### src/rtl/ectx_pkg.sv
package ectx_pkg;
  typedef enum logic [1:0] {
    ST_IDLE  = 2'd0,
    ST_READY = 2'd1,
    ST_SEND  = 2'd2
  } tx_state_e;
endpackage

### src/rtl/ectx_rx_edge.sv
module ectx_rx_edge (
  input  logic clk,
  input  logic rst,
  input  logic rxd_i,
  input  logic line_inv_i,
  output logic rx_log_o,
  output logic rx_fall_o
);
  logic rx_q;

  always_ff @(posedge clk) begin
    rx_q <= rxd_i;
  end

  // logical levels: a physical rise under inversion reads as a logical fall
  assign rx_log_o  = rxd_i ^ line_inv_i;
  assign rx_fall_o = !rst && (rx_q ^ line_inv_i) && !rx_log_o;
endmodule

### src/rtl/ectx_frame_seq.sv
module ectx_frame_seq
  import ectx_pkg::*;
#(
  parameter int DATA_W = 9
) (
  input  logic              clk,
  input  logic              rst,
  input  logic              bit_tick_i,
  input  logic              rx_fall_i,
  input  logic              edge_start_i,
  input  logic              tx_en_i,
  input  logic              load_i,
  input  logic [DATA_W-1:0] data_i,
  input  logic              line_inv_i,
  output logic              cur_bit_o,
  output logic              sending_o,
  output logic              txd_o
);
  localparam int FRAME_W = DATA_W + 2;
  localparam int IDX_W   = $clog2(FRAME_W);
  localparam logic [IDX_W-1:0] LAST_IDX = IDX_W'(FRAME_W - 1);

  tx_state_e            state_q, state_d;
  logic [DATA_W-1:0]    hold_q, hold_d;
  logic [FRAME_W-1:0]   shreg_q, shreg_d;
  logic [IDX_W-1:0]     cnt_q, cnt_d;
  logic                 txd_q;
  logic                 start_go;

  always_comb begin
    state_d  = state_q;
    hold_d   = hold_q;
    shreg_d  = shreg_q;
    cnt_d    = cnt_q;
    start_go = (state_q == ST_READY) && tx_en_i &&
               (edge_start_i ? rx_fall_i : bit_tick_i);
    unique case (state_q)
      ST_IDLE: begin
        if (load_i) begin
          hold_d  = data_i;
          state_d = ST_READY;
        end
      end
      ST_READY: begin
        if (start_go) begin
          shreg_d = {1'b1, hold_q, 1'b0};
          cnt_d   = '0;
          state_d = ST_SEND;
        end
      end
      ST_SEND: begin
        if (bit_tick_i) begin
          if (!tx_en_i || cnt_q == LAST_IDX) begin
            shreg_d = '1;
            state_d = ST_IDLE;
          end else begin
            shreg_d = {1'b1, shreg_q[FRAME_W-1:1]};
            cnt_d   = cnt_q + 1'b1;
          end
        end
      end
      default: state_d = ST_IDLE;
    endcase
  end

  always_ff @(posedge clk) begin
    if (rst) begin
      state_q <= ST_IDLE;
      hold_q  <= '0;
      shreg_q <= '1;
      cnt_q   <= '0;
      txd_q   <= ~line_inv_i;
    end else begin
      state_q <= state_d;
      hold_q  <= hold_d;
      shreg_q <= shreg_d;
      cnt_q   <= cnt_d;
      txd_q   <= shreg_d[0] ^ line_inv_i;
    end
  end

  assign cur_bit_o = shreg_q[0];
  assign sending_o = (state_q == ST_SEND);
  assign txd_o     = txd_q;

  // every frame opens with a logical 0
  a_r1_start_low: assert property (@(posedge clk) disable iff (rst)
    $rose(sending_o) |-> !cur_bit_o);
  // tick-start mode launches on the tick
  a_r2_tick_start: assert property (@(posedge clk) disable iff (rst)
    (state_q == ST_READY && tx_en_i && !edge_start_i && bit_tick_i) |=> sending_o);
  // edge-start mode launches on the logical fall
  a_r9_edge_start: assert property (@(posedge clk) disable iff (rst)
    (state_q == ST_READY && tx_en_i && edge_start_i && rx_fall_i) |=> (sending_o && !cur_bit_o));
  // disabled at a bit boundary ends the frame
  a_r8_abort: assert property (@(posedge clk) disable iff (rst)
    (sending_o && bit_tick_i && !tx_en_i) |=> (!sending_o && cur_bit_o));
endmodule

### src/rtl/ectx_coll_mon.sv
module ectx_coll_mon (
  input  logic clk,
  input  logic rst,
  input  logic sending_i,
  input  logic cur_bit_i,
  input  logic rx_log_i,
  input  logic cmp_sel_i,
  input  logic bit_tick_i,
  input  logic cmp_strobe_i,
  input  logic auto_dis_i,
  input  logic coll_clr_i,
  input  logic en_wr_i,
  input  logic en_wdata_i,
  output logic coll_flag_o,
  output logic tx_en_o
);
  logic flag_q, en_q;
  logic sample, mismatch;

  assign sample   = sending_i && (cmp_sel_i ? cmp_strobe_i : bit_tick_i);
  assign mismatch = sample && (cur_bit_i != rx_log_i);

  always_ff @(posedge clk) begin
    if (rst) begin
      flag_q <= 1'b0;
      en_q   <= 1'b0;
    end else begin
      if (coll_clr_i)    flag_q <= 1'b0;
      else if (mismatch) flag_q <= 1'b1;
      if (mismatch && auto_dis_i) en_q <= 1'b0;
      else if (en_wr_i)           en_q <= en_wdata_i;
    end
  end

  assign coll_flag_o = flag_q;
  assign tx_en_o     = en_q;

  // clear beats any set in the same cycle
  a_r5_clear_wins: assert property (@(posedge clk) disable iff (rst)
    coll_clr_i |=> !coll_flag_o);
  // a sampled difference raises the flag
  a_r3_flag_set: assert property (@(posedge clk) disable iff (rst)
    (sending_i && !cmp_sel_i && bit_tick_i && (cur_bit_i != rx_log_i) && !coll_clr_i) |=> coll_flag_o);
  // auto-disable drops the enable
  a_r7_auto_off: assert property (@(posedge clk) disable iff (rst)
    (mismatch && auto_dis_i) |=> !tx_en_o);
  // nothing changes the flag while the line is idle, apart from a clear
  a_r10_idle_hold: assert property (@(posedge clk) disable iff (rst)
    (!sending_i && !coll_clr_i) |=> $stable(coll_flag_o));
endmodule

### src/rtl/echo_uart_tx.sv
module echo_uart_tx #(
  parameter int DATA_W = 9
) (
  input  logic              clk,
  input  logic              rst,
  input  logic              bit_tick_i,
  input  logic              cmp_strobe_i,
  input  logic              cmp_sel_i,
  input  logic              auto_dis_i,
  input  logic              edge_start_i,
  input  logic              line_inv_i,
  input  logic              en_wr_i,
  input  logic              en_wdata_i,
  input  logic              load_i,
  input  logic [DATA_W-1:0] data_i,
  input  logic              rxd_i,
  input  logic              coll_clr_i,
  output logic              txd_o,
  output logic              busy_o,
  output logic              tx_en_o,
  output logic              coll_flag_o
);
  logic rx_log, rx_fall, cur_bit, sending;

  ectx_rx_edge u_edge (
    .clk       (clk),
    .rst       (rst),
    .rxd_i     (rxd_i),
    .line_inv_i(line_inv_i),
    .rx_log_o  (rx_log),
    .rx_fall_o (rx_fall)
  );

  ectx_frame_seq #(.DATA_W(DATA_W)) u_seq (
    .clk         (clk),
    .rst         (rst),
    .bit_tick_i  (bit_tick_i),
    .rx_fall_i   (rx_fall),
    .edge_start_i(edge_start_i),
    .tx_en_i     (tx_en_o),
    .load_i      (load_i),
    .data_i      (data_i),
    .line_inv_i  (line_inv_i),
    .cur_bit_o   (cur_bit),
    .sending_o   (sending),
    .txd_o       (txd_o)
  );

  ectx_coll_mon u_mon (
    .clk         (clk),
    .rst         (rst),
    .sending_i   (sending),
    .cur_bit_i   (cur_bit),
    .rx_log_i    (rx_log),
    .cmp_sel_i   (cmp_sel_i),
    .bit_tick_i  (bit_tick_i),
    .cmp_strobe_i(cmp_strobe_i),
    .auto_dis_i  (auto_dis_i),
    .coll_clr_i  (coll_clr_i),
    .en_wr_i     (en_wr_i),
    .en_wdata_i  (en_wdata_i),
    .coll_flag_o (coll_flag_o),
    .tx_en_o     (tx_en_o)
  );

  assign busy_o = sending;
endmodule

### config.mk
export PLATFORM = sky130hd
export DESIGN_NAME = echo_uart_tx
export DESIGN_NICKNAME = d
export VERILOG_FILES = /design/src/rtl/ectx_pkg.sv /design/src/rtl/ectx_rx_edge.sv /design/src/rtl/ectx_frame_seq.sv /design/src/rtl/ectx_coll_mon.sv /design/src/rtl/echo_uart_tx.sv
export SDC_FILE = /design/constraint.sdc
export NUM_CORES = 1
export LEC_CHECK = 0
export CORE_MARGIN = 1
export CORE_UTILIZATION = 30
export DETAILED_ROUTE_END_ITERATION = 16
export PLACE_DENSITY = 0.56
export SYNTH_ARGS = -nofsm -noshare
export SYNTH_HDL_FRONTEND = slang
export SYNTH_HIERARCHICAL = 1
export SYNTH_SLANG_ARGS = --single-unit
### constraint.sdc
create_clock -name clk -period 3.7 [get_ports clk]
set_clock_uncertainty 0.15 [all_clocks]
set_input_delay 1.11 -clock clk [delete_from_list [all_inputs] [get_ports clk]]
set_output_delay 1.11 -clock clk [all_outputs]
set_load 0.01 [all_outputs]
# Word level (Yosys, flattened, before mapping)
# Cells that the tools add are included.
[classes]
n_reduce_logical = 19
addsub = 1
muxes = 16
bitwise = 4
eq_ne = 9
[op_table]
columns = ["operator", "count"]
rows = [
  ["$mux 11", 2],
  ["$pmux 11 s2", 1],
  ["$mux 4", 3],
  ["$mux 10", 1],
  ["$mux 2", 4],
  ["$ne 2x2->1 const B", 4],
  ["$pmux 4 s2", 1],
  ["$reduce_and 4->1", 2],
  ["$logic_and 1x1->1", 7],
  ["$pmux 2 s3", 1],
  ["$add 4x1->4 const B", 1],
  ["$eq 4x4->1 const B", 1],
  ["$reduce_or 2->1", 2],
  ["$logic_not 1->1", 3],
  ["$mux 1", 3],
  ["$reduce_and 3->1", 1],
  ["$xor 1x1->1", 3],
  ["$eq 2x1->1 const B", 1],
  ["$eq 2x2->1 const B", 1],
  ["$logic_not 2->1", 1],
  ["$ne 2x1->1 const B", 1],
  ["$reduce_and 2->1", 1],
  ["$reduce_bool 2->1", 1],
  ["$logic_or 1x1->1", 1],
  ["2 further kinds", 2],
]
[totals]
ff_bits = 30
wordCells = 58
in_bits = 22
out_inout_bits = 4

# Depth between registers and ports, before layout
# Gate-level depths: netlist (run 1).
[logic_depth]
ltp_word = 9
ltp_mapped = 8
ltp_nobuf = 6

# By module
# The synthesis (run 1) kept the hierarchy.
[by_module_without_submodules]
columns = ["module", "area_each_um2", "seq_area_each_um2", "instances", "cells_per_inst"]
rows = [
  ["ectx_frame_seq", 1448.9, 540.5, 1, 159],
  ["ectx_coll_mon", 105.1, 40.0, 1, 9],
  ["ectx_rx_edge", 53.8, 20.0, 1, 5],
]

# Worst setup path after synthesis (run 1)
# OpenSTA, ideal clock, no wires.
[synth_path]
kind = "input-to-reg"
start = "in line_inv_i"
end = "reg u_seq.shreg_q[1]"
path_stages = 7
setup_ps = 122
required_time_ps = 3428
t_arrival_ps = 2735
setup_slack_ps = 693
path_buffers = 1
path_cell_list = "or3b_1 a21oi_2 nor2b_1 o21a_2 or3_1 buf_6 a221o_1"
[synth_between]
elab_chain_cells = 7
elab_cells_between_ends = 9
cone_classes = "eq/ne (1); mux (1); bitwise (2); reduce/logical (5)"
[synth_rtl]
columns = ["item", "line", "text"]
rows = [
  ["start: declaration", "echo_uart_tx.sv:11", "input logic line_inv_i,"],
  ["$xor 1x1->1, on equally long branches", "ectx_rx_edge.sv:17, ectx_rx_edge.sv:16", ""],
  ["$logic_and 1x1->1 or $logic_not 1->1 (tied branches)", "ectx_rx_edge.sv:17", "assign rx_fall_o = !rst && (rx_q ^ line_inv_i) && !rx_log_o;"],
  ["$logic_and 1x1->1 *", "ectx_rx_edge.sv:17", ""],
  ["net rx_fall", "echo_uart_tx.sv:23", "logic rx_log, rx_fall, cur_bit, sending;"],
  ["$mux 1 *", "ectx_frame_seq.sv:36", "(edge_start_i ? rx_fall_i : bit_tick_i);"],
  ["$logic_and 1x1->1 *", "ectx_frame_seq.sv:35", "start_go = (state_q == ST_READY) && tx_en_i &&"],
  ["$ne 2x1->1 (no source line) *", "-", ""],
  ["$reduce_and 3->1 (no source line) *", "-", ""],
  ["end signal: assignment", "ectx_frame_seq.sv:76", "shreg_q <= shreg_d;"],
  ["end: declaration", "ectx_frame_seq.sv:25", "logic [FRAME_W-1:0] shreg_q, shreg_d;"],
]
# Mark *: on every way through the listed nets, which the timed path passes. The rest lies on a longest branch.
# A chain may end at the register's enable or synchronous reset.

# Worst setup path in the final report (run 1)
[layout_path]
start = "in rxd_i"
end = "reg u_seq.shreg_q[8]"
[layout_between]
elab_chain_cells = 7
[layout_rtl]
columns = ["item", "line", "text"]
rows = [
  ["start: declaration", "echo_uart_tx.sv:16", "input logic rxd_i,"],
  ["$xor 1x1->1", "ectx_rx_edge.sv:16", "assign rx_log_o = rxd_i ^ line_inv_i;"],
  ["$logic_not 1->1", "ectx_rx_edge.sv:17", ""],
  ["$logic_and 1x1->1", "ectx_rx_edge.sv:17", ""],
  ["net rx_fall", "echo_uart_tx.sv:23", ""],
  ["$mux 1", "ectx_frame_seq.sv:36", ""],
  ["$logic_and 1x1->1", "ectx_frame_seq.sv:35", ""],
  ["$ne 2x1->1 (no source line)", "-", ""],
  ["$reduce_and 3->1 (no source line)", "-", ""],
]
# The timed path passes the listed nets, and every way through them passes these cells.

==> metrics.md, run 1 <==
| Metric | Value |
|---|---|
| Die Height | 75.2 um |
| Row Count | 26 |
| Initial antenna violation count | 0 |
| Gate count after technology mapping | 173 |
| PostCTS Resize Cnt | 0 |
| Yosys cell types | 48 |
| Top delay family on crit path | simple AND/OR/NAND/NOR gates |
| Placed Instance Area | 1940 um^2 |
| Worst path bufs/invs | 1 |
| Run status | complete, no violations |
| Final min period | 3310 ps |
| RSZ-0062 raised after global routing | no |
| Final Hold Viols | 0 |
| Filler Cell Count | 547 |
| Worst skew pair latency | 290 ps |
| Syn nets | 201 |
| Worst Path Arrival | 3330 ps |
| Share of layout cells above drive strength 1 | 0.114 |
| H-tree depth | 2 |
| FF+latch count, synth | 30 |
| Final net count | 228 |
| N_diodes | 0 |
| Peak Freq | 0.302 GHz |
| Top cells by area, synth | dfxtp_1 (37%), a221o_1 (5.6%), a32o_1 (5.6%) |
| Max incr delay on CP | 520 ps |
| P_leak | 0.738 nW |
| Placeable Area | 5140 um^2 |
| Period utilization | 0.895 |
| Fin util | 0.399 |
| Vias in the first global route | 1316 |
| Min-delay worst type | reg -> reg |
| Die width | 75.2 um |
| Most common cell after layout, fill and taps aside | dfxtp_1 |
| Actual slew at the worst max-slew pin | 618 ps |
| Critical path endpoint category | flip-flop |
| Hold Buf Count CTS | 0 |
| Worst hold slack | 312 ps |
| Critical path's slowest cell | or3_1 |
| Pwr dens | 625 nW/um^2 |
| Worst reg2reg startpoint | u_seq/state_q[0] |
| Area leader, netlist | dfxtp_1 |
| Worst setup path start | rxd_i |
| Crit path required time | 3720 ps |
| Finished Cell Area | 2050 um^2 |
| Routed Antenna Nets | 0 |
| Num CTS Buffers | 5 |
| Crit Path Class | in -> reg |
| TritonRoute pass-1 iters | 4 |
| Die area | 5660 um^2 |
| Vias per std cell | 5.12 |
| Post-Route Setup TNS | 0 ps |
| Initial Utilization | 0.313 |
| GRT Total Usage | 0.147 |
| Post-synthesis async set-or-reset flop share | 0 |
| Post-synthesis sequential area ratio | 0.374 |
| IO Port Bufs | 25 |
| Avg WL per Cell | 14.2 um |
| CTS tree | yes |
| Worst-path cell chain | clkdlybuf4s50_1 -> or3b_1 -> a21oi_2 -> nor2b_1 -> o21a_2 -> or3_1 -> a221o_1 |
| Clock transition at the registers of the reported paths | 60 ps |
| Max Slew Vio Count | 0 |
| Power Total | 1.28 mW |
| Hold path start | u_seq/hold_q[6] |
| Startpoint types | input pin |
| Post-CTS Setup Inserts | 0 |
| Worst slew margin | 0.587 |
| Top cell type's share of synthesized area | 0.374 |
| Placer Congestion | 0.751 |
| Final setup viols | 0 |
| Area growth syn-to-layout | 27.7% |
| Total gr overflow | 0 |
| Max_cap viols | 0 |
| Vias | 1388 |
| Post-Syn Area per Cell | 9.29 um^2 |
| CTS root buf | clkbuf_8 |
| Main flop type after synthesis | dfxtp_1 |
| Post-Syn Area | 1610 um^2 |
| Largest net degree at the start of global routing | 28 |
| First-pass GRT wire length | 6260 um |
| VDD IR max | 0.000202 V |
| CP max FO | 10 |
| Clock tree buffer depth | 2 |
| DR iter-0 viols | 90 |
| Detailed placement HPWL | 2680 um |
| TritonCTS Sinks | 30 |
| Final WL | 3860 um |
| DR DRC count | 0 |
| Post-synth EDFFs | 0 |
| Total I/O pin count | 26 |
| Ys Warns | 6 |
| Highest-count cells in the layout ignoring fill and taps | dfxtp_1 (30), clkdlybuf4s50_1 (25), nand2_1 (17) |
[cells in the mapped netlist, types with 2 or more instances]
library cell  count
o31ai_1           3
a21oi_1          11
nand3_1          10
a221o_1           9
nand2b_1          2
mux2i_1           4
inv_1             8
nand4_1           2
nor2_1            4
mux2_1            2
a32o_1            9
nand2_1          17
xor2_1            2
dfxtp_1          30
and3_1            2
a31oi_1           2
buf_1             2
and2_1            2
clkbuf_1          8
nand3b_1         11
ha_1              6
[registers in the layout, indices dropped and copies added, names as in the netlist]
name               flops
u_seq/shreg_q         11
u_edge/rx_q            1
u_seq/txd_o            1
u_mon/tx_en_o          1
u_seq/cnt_q            4
u_mon/coll_flag_o      1
u_seq/state_q          2
u_seq/hold_q           9
[worst register-to-register path: cells and delay by family, from the launching register on]
kind | cells | cell delay (ps)
compound gates | 2 | 680
simple gates | 1 | 550
flops | 1 | 360
buf+inv | 2 | 310
fa+ha+maj | 1 | 230
[logic make-up after synthesis]
kind of cell	share of synthesized area
xor gates and xnor gates	0.0109
muxes	0.0459
DFF	0.374
AOI/OAI and AO/OA	0.246
buffers and inverters	0.0521
adders and majority gates	0.0467
and+or+nand+nor	0.225
[final timing paths]
check                      to  slack (ps)  depth (start not counted)
min           u_seq/hold_q[6]         310                          2
max reg2reg  u_seq/shreg_q[8]        1320                          6
min reg2reg   u_seq/hold_q[6]         310                          2
max          u_seq/shreg_q[8]         390                          7
[layer usage]
metal / GRT usage / vias up / routed length [um]
li1: - / 704 / -
met1: 0.200 / 648 / 1940
met2: 0.227 / 32 / 1700
met3: 0.0442 / 4 / 173
met4: 0.0432 / 0 / 46
met5: 0 / - / 0
[metrics by stage]
stage / std cells / setup WS [ps]
finish: 271 / 390
floorplan: 173 / 693
CTS: 271 / 401
global placement: 263 / 159
global route: 271 / 276
detailed placement: 263 / 87.2
[cell type report]
class / instances / area [um^2] / share of cell area
clock buffer: 5 / 68.8 / 0.0335
clock inverter: 3 / 40.0 / 0.0195
inverter: 8 / 30.0 / 0.0146
multi-input combinational: 123 / 923 / 0.450
sequential: 30 / 601 / 0.293
tap: 70 / 87.6 / 0.0427
timing repair buffer: 32 / 303 / 0.147
[where the power goes]
part / total, mW / internal, mW / switching, mW / leakage [nW]
Combinational: 0.490 / 0.228 / 0.262 / 0.433
Sequential: 0.463 / 0.412 / 0.0516 / 0.247
Clock: 0.330 / 0.198 / 0.132 / 0.0579
Power figures use the tool's default switching activity.
==> run 2: changes to the inputs <==
- DONT_BUFFER_PORTS: default -> 1
- PLACE_DENSITY: 0.56 -> 0.5
==> metrics.md, run 2 (synthesis gave the netlist of run 1 again) <==
| Metric | Value |
|---|---|
| Hold path start | u_seq/hold_q[4] |
| Startpoint types | input pin |
| Post-CTS Setup Inserts | 0 (unchanged) |
| Final net count | 197 (-14%) |
| Top Layer Used | met4 |
| Total I/O pin count | 26 (unchanged) |
| Worst setup margin | 781 ps (+391 ps) |
| Routed Antenna Nets | 0 (unchanged) |
| Worst Path Arrival | 2940 ps (-390 ps) |
| Hold path depth | 2 (unchanged) |
| Met3 wire length | 186 um (+7.5%) |
| Final WL | 3830 um (-0.75%) |
| Most common cell after layout, fill and taps aside | dfxtp_1 |
| Initial Utilization | 0.313 (unchanged) |
| Crit Path Class | in -> reg |
| Reg with most FFs | u_seq/shreg_q |
| P_leak | 0.601 nW (-19%) |
| Area growth syn-to-layout | 8.48% |
| Hold Buf Count CTS | 0 (unchanged) |
| Peak Freq | 0.343 GHz (+13%) |
| Detailed placement HPWL | 2620 um (-2.2%) |
| DR DRC count | 0 (unchanged) |
| Die width | 75.2 um (unchanged) |
| Max Slew Vio Count | 0 (unchanged) |
| Initial antenna violation count | 0 (unchanged) |
| Min-delay worst type | reg -> reg |
| Part of the power in the clock network | 0.238 (-0.019) |
| Reg-to-reg slack, setup | 1170 ps (-150 ps) |
| Placer Congestion | 0.937 (+25%) |
| Total gr overflow | 0 (unchanged) |
| Worst slew margin | 0.451 (-0.137) |
| Worst hold endpoint | u_seq/hold_q[4] |
| Num CTS Buffers | 5 (unchanged) |
| Worst skew pair latency | 280 ps (about the same) |
| VDD IR max | 0.000316 V (+56%) |
| N_diodes | 0 (unchanged) |
| Post-Route Setup TNS | 0 ps (unchanged) |
| Register-to-Register Path Depth | 5 (-1) |
| Share of layout cells above drive strength 1 | 0.100 (-0.0144) |
| Clock tree buffer depth | 2 (unchanged) |
| Crit path required time | 3720 ps (about the same) |
| Worst reg2reg startpoint | u_seq/state_q[0] |
| TritonCTS Sinks | 30 (unchanged) |
| Flop pwr share | 0.394 (+0.033) |
| Final Hold Viols | 0 (unchanged) |
| CP max FO | 10 (unchanged) |
| Critical path endpoint category | flip-flop |
| Reg2Reg Capture Point | u_seq/shreg_q[4] |
| Die area | 5660 um^2 (unchanged) |
| CTS tree | yes |
| Clock transition at the registers of the reported paths | 70 ps (about the same) |
| Vias per std cell | 5.57 (+8.7%) |
| Worst slack, placed | 503 ps (+416 ps) |
| Avg WL per Cell | 15.9 um (+12%) |
| DR WL met2 | 1660 um (-2.5%) |
| Max_cap viols | 0 (unchanged) |
| Vias in the first global route | 1274 (-3.2%) |
| IO Port Bufs | 0 (-100%) |
| Pwr dens | 672 nW/um^2 (+7.5%) |
| Die Height | 75.2 um (unchanged) |
| Final setup viols | 0 (unchanged) |
| Int Pwr | 743 uW (-11%) |
| First-pass GRT wire length | 6210 um (-0.77%) |
| Run status | complete, no violations |
| GRT Total Usage | 0.148 (+0.000322) |
| PostCTS Resize Cnt | 0 (unchanged) |
| H-tree depth | 2 (unchanged) |
| Vias | 1336 (-3.7%) |
| Largest registers | u_seq/shreg_q x11, u_seq/hold_q x9, u_seq/cnt_q x4 |
| TritonRoute pass-1 iters | 4 (unchanged) |
| Comb pwr share | 0.368 (-0.014) |
| Period utilization | 0.789 (-0.106) |
| Highest-count cells in the layout ignoring fill and taps | dfxtp_1 (30), nand2_1 (17), nand3b_1 (11), a21oi_1 (11), nand3_1 (10) |
| CTS root buf | clkbuf_8 |
| Switching Fraction | 0.366 (+0.0187) |
| DR iter-0 viols | 86 (-4.4%) |
| Actual slew at the worst max-slew pin | 824 ps (+206 ps) |
| Final min period | 2920 ps (-391 ps) |
| RSZ-0062 raised after global routing | no |
| Net Switching | 429 uW (-3.7%) |
| WL met1 | 1950 um (+0.88%) |
| Largest net degree at the start of global routing | 29 (+3.6%) |
| Row Count | 26 (unchanged) |
| Placeable Area | 5140 um^2 (unchanged) |
| Max reg flops | 11 (unchanged) |
-- run 2: cell types whose count changed in the layout (fill, tap and decap cells not counted), sizes merged --
| cell | change |
|---|---|
| bufinv | -1 |
| clkinv | -1 |
| clkdlybuf4s50 | -25 |
| buf | -6 |
| clkbuf | +1 |
| clkinvlp | +1 |
-- run 2: area by class of cell --
type	count	area, um^2
flip-flops and latches	30	601
multi-input cells	123	923
repair buffers	1	7.51
well taps	70	87.6
clock inverters	2	12.5
clock buffers	6	82.6
inverters	8	30.0
fillers	560	3400
-- run 2: worst max path at each step --
stage / cells past startpoint / from / end / slack, ps
2_1_floorplan: 7 / line_inv_i / u_seq/shreg_q[1] / 690
3_3_place_gp: 6 / line_inv_i / u_seq/shreg_q[5] / 570
3_5_place_dp: 6 / line_inv_i / u_seq/shreg_q[4] / 500
4_1_cts: 6 / line_inv_i / u_seq/shreg_q[4] / 810
5_1_grt: 6 / line_inv_i / u_seq/shreg_q[4] / 710
6_report: 6 / line_inv_i / u_seq/shreg_q[4] / 780
-- run 2: critical path, cell delays in order --
cell and delay, ps:
or3b_1 380, a21oi_2 170, nor2b_1 80, o21a_2 260, or3_1 540, a221o_1 410
-- run 2: stage by stage --
stage	utilization	total power, mW	cell area [um^2]	std cells	hold WS, ps
2_1_floorplan	-	0.821	1610	173	277
3_3_place_gp	0.321	0.877	1650	232	286
3_5_place_dp	0.321	0.891	1650	232	291
4_1_cts	0.339	1.17	1740	240	306
5_1_grt	0.339	1.25	1740	240	333
6_report	0.339	1.17	1740	240	308
-- run 2: routing by layer --
metal / vias up / track usage
met1: 649 / 0.205
met3: 4 / 0.0415
met2: 39 / 0.220
met4: 0 / 0.0494
li1: 644 / -
met5: - / 0
-- run 2: power by group through the flow --
stage / combinational (mW) / clock (mW) / sequential, mW
3_3_place_gp: 0.410 / 0 / 0.467
4_1_cts: 0.425 / 0.287 / 0.461
6_report: 0.431 / 0.279 / 0.462
2_1_floorplan: 0.367 / 0 / 0.454
3_5_place_dp: 0.424 / 0 / 0.466
5_1_grt: 0.473 / 0.301 / 0.472
